[src/rtl/irq_dma_pkg.sv]
package irq_dma_pkg;
  localparam int SRC_N          = 13;
  localparam int BIT_CLK_OFF    = 4;
  localparam int BIT_RX_REQ     = 5;
  localparam int BIT_TX_REQ     = 6;
  localparam int CTRL_DMA_BIT   = 7;
  localparam int CTRL_STOPX_BIT = 10;
  localparam int STAT_CLKEN_BIT = 8;
  localparam int CLK_STOP_BIT   = 0;
  localparam int CLK_START_BIT  = 1;

  typedef enum logic [1:0] {
    A_CLK  = 2'd0,
    A_CTRL = 2'd1,
    A_MASK = 2'd2,
    A_REQ  = 2'd3
  } reg_addr_e;
endpackage

[src/rtl/irq_req_reg.sv]
module irq_req_reg #(
  parameter int SRC_N = 13
) (
  input  logic             clk,
  input  logic             rst_n,
  input  logic [SRC_N-1:0] set_i,
  input  logic [SRC_N-1:0] clr_i,
  output logic [SRC_N-1:0] req_o
);
  // Set dominates clear: an event landing with a clear is never lost.
  always_ff @(posedge clk or negedge rst_n) begin
    if (!rst_n) req_o <= '0;
    else        req_o <= (req_o & ~clr_i) | set_i;
  end
endmodule

[src/rtl/irq_route.sv]
module irq_route #(
  parameter int SRC_N  = 13,
  parameter int RX_BIT = 5,
  parameter int TX_BIT = 6
) (
  input  logic [SRC_N-1:0] req_i,
  input  logic [SRC_N-1:0] mask_i,
  input  logic             dma_en_i,
  output logic             irq_o,
  output logic             rx_dma_o,
  output logic             tx_dma_o
);
  logic [SRC_N-1:0] eff_mask;

  // FIFO service sources are diverted to DMA when it is selected.
  for (genvar g = 0; g < SRC_N; g++) begin : g_mask
    if (g == RX_BIT || g == TX_BIT) begin : g_fifo
      assign eff_mask[g] = mask_i[g] | dma_en_i;
    end else begin : g_plain
      assign eff_mask[g] = mask_i[g];
    end
  end

  assign irq_o    = |(req_i & ~eff_mask);
  assign rx_dma_o = dma_en_i & req_i[RX_BIT];
  assign tx_dma_o = dma_en_i & req_i[TX_BIT];
endmodule

[src/rtl/clk_ctl.sv]
module clk_ctl (
  input  logic clk,
  input  logic rst_n,
  input  logic start_i,
  input  logic stop_i,
  input  logic cmd_pending_i,
  input  logic stop_xfer_i,
  output logic clk_en_o,
  output logic launch_o,
  output logic off_set_o,
  output logic off_clr_o
);
  // Stop is applied after start, so it wins when both are written.
  always_ff @(posedge clk or negedge rst_n) begin
    if (!rst_n) begin
      clk_en_o <= 1'b0;
      launch_o <= 1'b0;
    end else begin
      if (stop_i)       clk_en_o <= 1'b0;
      else if (start_i) clk_en_o <= 1'b1;
      launch_o <= start_i & cmd_pending_i & ~stop_xfer_i;
    end
  end

  assign off_set_o = stop_i;
  assign off_clr_o = start_i & ~stop_i;
endmodule

[src/rtl/irq_dma_router.sv]
module irq_dma_router
  import irq_dma_pkg::*;
#(
  parameter int DATA_W = 32,
  parameter int NSRC   = SRC_N
) (
  input  logic              clk,
  input  logic              rst_n,
  input  logic              bus_wr,
  input  logic [1:0]        bus_addr,
  input  logic [DATA_W-1:0] bus_wdata,
  output logic [DATA_W-1:0] bus_rdata,
  input  logic [NSRC-1:0]   evt_set,
  input  logic              cmd_pending,
  output logic              cpu_irq,
  output logic              rx_dma_req,
  output logic              tx_dma_req,
  output logic              clk_en,
  output logic              cmd_launch
);
  reg_addr_e       addr;
  logic            wr_clk, wr_ctrl, wr_mask, wr_req;
  logic [NSRC-1:0] mask_q, req_q, set_vec, clr_vec;
  logic            dma_en_q, stop_xfer_q;
  logic            off_set, off_clr;

  assign addr    = reg_addr_e'(bus_addr);
  assign wr_clk  = bus_wr && addr == A_CLK;
  assign wr_ctrl = bus_wr && addr == A_CTRL;
  assign wr_mask = bus_wr && addr == A_MASK;
  assign wr_req  = bus_wr && addr == A_REQ;

  always_ff @(posedge clk or negedge rst_n) begin
    if (!rst_n) begin
      mask_q      <= '0;
      dma_en_q    <= 1'b0;
      stop_xfer_q <= 1'b0;
    end else begin
      if (wr_mask) mask_q <= bus_wdata[NSRC-1:0];
      if (wr_ctrl) begin
        dma_en_q    <= bus_wdata[CTRL_DMA_BIT];
        stop_xfer_q <= bus_wdata[CTRL_STOPX_BIT];
      end
    end
  end

  clk_ctl u_clk_ctl (
    .clk           (clk),
    .rst_n         (rst_n),
    .start_i       (wr_clk & bus_wdata[CLK_START_BIT]),
    .stop_i        (wr_clk & bus_wdata[CLK_STOP_BIT]),
    .cmd_pending_i (cmd_pending),
    .stop_xfer_i   (stop_xfer_q),
    .clk_en_o      (clk_en),
    .launch_o      (cmd_launch),
    .off_set_o     (off_set),
    .off_clr_o     (off_clr)
  );

  always_comb begin
    set_vec = evt_set;
    set_vec[BIT_CLK_OFF] = evt_set[BIT_CLK_OFF] | off_set;
    clr_vec = wr_req ? bus_wdata[NSRC-1:0] : '0;
    clr_vec[BIT_CLK_OFF] = clr_vec[BIT_CLK_OFF] | off_clr;
  end

  irq_req_reg #(.SRC_N(NSRC)) u_req (
    .clk   (clk),
    .rst_n (rst_n),
    .set_i (set_vec),
    .clr_i (clr_vec),
    .req_o (req_q)
  );

  irq_route #(.SRC_N(NSRC), .RX_BIT(BIT_RX_REQ), .TX_BIT(BIT_TX_REQ)) u_route (
    .req_i    (req_q),
    .mask_i   (mask_q),
    .dma_en_i (dma_en_q),
    .irq_o    (cpu_irq),
    .rx_dma_o (rx_dma_req),
    .tx_dma_o (tx_dma_req)
  );

  always_comb begin
    bus_rdata = '0;
    case (addr)
      A_CLK:  bus_rdata[STAT_CLKEN_BIT] = clk_en;
      A_CTRL: begin
        bus_rdata[CTRL_DMA_BIT]   = dma_en_q;
        bus_rdata[CTRL_STOPX_BIT] = stop_xfer_q;
      end
      A_MASK: bus_rdata[NSRC-1:0] = mask_q;
      A_REQ:  bus_rdata[NSRC-1:0] = req_q;
      default: bus_rdata = '0;
    endcase
  end
endmodule

[config.mk]
export PLATFORM = sky130hd
export DESIGN_NAME = irq_dma_router
export DESIGN_NICKNAME = d
export VERILOG_FILES = /design/src/rtl/irq_dma_pkg.sv /design/src/rtl/irq_req_reg.sv /design/src/rtl/irq_route.sv /design/src/rtl/clk_ctl.sv /design/src/rtl/irq_dma_router.sv
export SDC_FILE = /design/constraint.sdc
export NUM_CORES = 1
export LEC_CHECK = 0
export BUFFER_PORTS_ARGS = -buffer_cell sky130_fd_sc_hd__buf_2
export CAP_MARGIN = 25
export CORE_MARGIN = 1.5
export CORE_UTILIZATION = 45
export CTS_CLUSTER_SIZE = 24
export DETAILED_ROUTE_END_ITERATION = 6
export PLACE_DENSITY = 0.8
export SLEW_MARGIN = 30
export SYNTH_ARGS = -nofsm -noshare
export SYNTH_HDL_FRONTEND = slang
export SYNTH_SLANG_ARGS = --single-unit
[constraint.sdc]
create_clock -name clk -period 1.49 [get_ports clk]
set_input_delay 0.2235 -clock clk [delete_from_list [all_inputs] [get_ports clk]]
set_output_delay 0.2235 -clock clk [all_outputs]
set_load 0.02 [all_outputs]
Word level (Yosys, flattened, before mapping). Index checks and enable logic that the tools add are counted.

Bits in registers: 30. Input port bits: 51. Output and inout bits: 37.

Equality and inequality tests: 3. Muxes and demuxes: 9. Bitwise gates (word level): 18. Reduce and logical (&&, ||, !) cells: 7.

Operator list (number): 13-bit AND (2); 13-bit NOT (2); 7-bit one-hot mux with 2 select lines (1); 13-bit 2-to-1 mux (1); 13-bit OR (1); 13-bit OR reduction (1); 1-bit one-hot mux with 3 select lines (3); 1-bit AND (7); 2-bit equality test (second input constant) (2); 1-bit logical AND (4); 1-bit OR (4); 2-bit one-hot mux with 2 select lines (1); 2-bit by 1-bit equality test with 1-bit output (second input constant) (1); 2-bit logical NOT (1); 1-bit 2-to-1 mux (2); 1-bit NOT (2); 1-bit one-hot mux with 2 select lines (1); 2-bit nonzero test (1).

Logic depth before layout (Yosys ltp).
Depth in word-level cells: 9. Gate-level depth with buffers: 4. Mapped depth without buffers: 3.

Modules after synthesis. A second synthesis with hierarchy kept.

Cell total of the unflattened synthesis: 168. Area, all modules: 1833.0 sq um.

Modules (own cells, without submodules): irq_dma_router (times used 1, cells an instance 103, area an instance 1156.1 sq um); irq_req_reg (times used 1, cells an instance 39, area an instance 471.7 sq um); irq_route (times used 1, cells an instance 20, area an instance 122.6 sq um); clk_ctl (times used 1, cells an instance 6, area an instance 82.6 sq um).

Worst setup path after synthesis. No wires, ideal clock.

Kind: flip-flop to output port. From: register u_req.req_o[10]. To: output port cpu_irq. Arrival: 1.162 ns. Slack: 0.104 ns. Cell stages (with the launch flop): 4. Path buffers: 0. Cell sequence: dfrtp_1 nand2b_1 o2111ai_1 or4_1.

Word-level cells in the longest chain between the ends: 2.

Ends and longest elaborated chain: start, declared (line irq_req_reg.sv:8) `output logic [SRC_N-1:0] req_o`; start signal, assigned (line irq_req_reg.sv:13) `else req_o <= (req_o & ~clr_i) | set_i;`; 13-bit AND (line irq_route.sv:24) `assign irq_o = |(req_i & ~eff_mask);`; 13-bit OR reduction (line irq_route.sv:24); end, declared (line irq_dma_router.sv:15) `output logic cpu_irq,`.

No other way between the ends.

Worst setup path after layout. Ends and elaborated chain as after synthesis.

==> flow_summary.yaml <==
synth:
  synthCells: 154
  yosysTopAreaCell: "dfrtp_1"
  yosys-top-cells-area: "dfrtp_1, buf_4, mux2_1"
  netlist.area_leader.share_pct: 45.1
  ys_types: 30
  synth_seq_cells: 30
  seq_area_frac_synth_pct: 45.1
  yosys_warnings: 0
  avgSynthCellArea_sq_um: 10.8
  syn-cell-area_sq_mm: 0.00167
final_layout:
  final_common_cell: "buf_2"
  final_cell_mix: "buf_2, dfrtp_1, conb_1"
  synthToLayoutAreaGrowth_pct: 30.6
  fin_util_pct: 63.2
  final_nets: 275
  drive_gt1_share_pct: 37.8
  diodes: 0
  fin_area_sq_mm: 0.00217
timing:
  drv_slew: 0
  slew_headroom_pct: 55.2
  max_freq_mhz: 570
  worst_slew_pin_slew_ps: 672
  rsz0062_at_grt: "yes"
  finClkSkew_ps: 0.298
  period_share_pct: 118
  hold_viol_final: 0
  layout_setup_ws_ps: -264
  whs_ps: 112
  fin_crit_ps: 1750
  setup_viol: 3
die:
  num_rows: 21
  die_h_um: 63.8
  die_x_um: 63.8
  core_sq_mm: 0.00344
  io_pins: 88
  die_area_sq_mm: 0.00407
  initial_utilization_pct: 48.4
hold_path:
  min_path_type: "in2reg"
  hold_path_end: "u_req.req_o[10]$_DFF_PN0_"
  whs_path_depth: 2
  hold_start: "evt_set[10]"
place:
  hpwl_um: 2760
  placed_cell_area_sq_mm: 0.00199
  port_buffers: 49
  gp_congestion: 0.774
grt:
  antenna_found_initial: 0
  overflow: 0
  grt_max_degree: 31
  grt_pass1_wl_um: 6200
  grt_pass1_vias: 1323
  grt_usage_pct: 19.9
cts:
  cts.sinks: 30
  root_buffer: "clkbuf_8"
  worstSkewPairLatency_ps: 280
  clk_path_buf_depth: 2
  cts_max_level: 2
  clkTransAtPathRegs_ps: 60
  cts-buffers-inserted: 5
  cts_tree: "built"
routing:
  wl_um: 3660
  drc: 0
  drt-initial-drc-count: 46
  antenna_left: 0
  drt_pass1_iterations: 4
  wire_per_inst_um: 13.5
  viasPerCell: 4.86
  vias: 1317
worst_setup_path:
  worstPathRequired_ps: 1270
  crit_type: "reg2out"
  slowest_delay_ps: 490
  path_max_fanout: 2
  reg2reg_slack_ps: 520
  cp-start-kind: "flip-flop"
  r2r-start: "dma_en_q$_DFFE_PN0P_"
  path_cells: "nand2b_4, o2111ai_2, or4_1, buf_6"
  r2r-end: "dma_en_q$_DFFE_PN0P_"
  cp.arrival_ps: 1530
  rr_worst_depth: 2
  end_kind: "primary output"
  crit_path_top_delay_cell: "or4_1"
power_and_ir_drop:
  power_uw: 2320
  leakage_uw: 0.00108
  power.density_mw_per_mm2: 1070
  peakVddDrop_uv: 627
job:
  maxCapViolations: 0
outcome:
  violations: "setup timing"
  status: "finished with violations"
-- worst max path at each step --
stage                    to                       from  cells past startpoint
finish              cpu_irq  u_req.req_o[10]$_DFF_PN0_                      4
global route        cpu_irq      mask_q[3]$_DFFE_PN0P_                      4
CTS                 cpu_irq     mask_q[11]$_DFFE_PN0P_                      4
detailed placement  cpu_irq     mask_q[10]$_DFFE_PN0P_                      4
global placement    cpu_irq  u_req.req_o[10]$_DFF_PN0_                      4
floorplan           cpu_irq  u_req.req_o[10]$_DFF_PN0_                      3
-- metrics by stage --
stage	std cells	setup TNS, ps	worst slack, ps
2_1_floorplan	172	0	104
3_3_place_gp	260	0	19.6
3_5_place_dp	260	0	3.58
4_1_cts	271	-693	-273
5_1_grt	271	-833	-332
6_report	271	-657	-264
-- final cells by class --
type / instances / area, sq um
repair buffers: 70 / 432
well taps: 46 / 57.6
multi-input cells: 112 / 806
fillers: 302 / 1270
clock buffers: 8 / 110
inverters: 5 / 18.8
flip-flops and latches: 30 / 751
-- worst max-delay path, delay by kind of cell, from the launching register on --
kind	cells	cell delay [ps]
flops	1	420
buf+inv	1	150
compound gates	1	90
simple gates	2	580
-- cell families after synthesis --
kind of cell    Yosys count  synth area share (%)
mux                      28                  18.1
buf+inv                  30                  11.9
flops                    30                  45.1
simple gates             44                  15.6
other cells               1                 0.225
compound gates           21                  9.09
-- flip-flops by register name, indices dropped and copies added (netlist names) --
| signal | cells |
|---|---|
| dma_en_q | 1 |
| u_clk_ctl.clk_en_o | 1 |
| u_clk_ctl.launch_o | 1 |
| mask_q | 13 |
| stop_xfer_q | 1 |
| u_req.req_o | 13 |
-- synth_stat cells --
master	n
nand2_1	9
a311o_1	1
or4_1	1
nand4_1	1
nand3b_2	1
nor3b_1	1
nor4bb_1	1
nand3_1	2
mux2_2	4
mux2i_1	11
o21ai_0	1
o221ai_1	1
conb_1	1
mux2_1	13
or2_1	3
o2111ai_1	2
and2_1	2
dfrtp_1	30
nor2b_1	11
buf_2	2
clkbuf_1	1
inv_1	5
nand3b_1	1
a21oi_1	5
nand2b_1	9
a21o_1	9
a22o_1	2
nor2_1	1
buf_4	22
and3_1	1
-- timing repair --
item | CTS | global route
hold buffers | 1 | 0
pin swaps | 4 | 1
gates resized for setup | 12 | 2
hold endpoints to repair | 30 | 0
setup buffers | 2 | 1
endpoints found under the setup margin | 3 | 4
-- metal layers --
layer,GRT usage [%],vias up,routed length [um]
met2,32.0,57,1790
met1,24.5,619,1520
li1,-,632,-
met3,7.57,9,267
met4,6.79,0,82
met5,0,-,0
-- report_power, final --
group          internal [uW]  switching (uW)
sequential               911            69.1
combinational            277             304
clock                    466             297
Power figures use the tool's default switching activity.
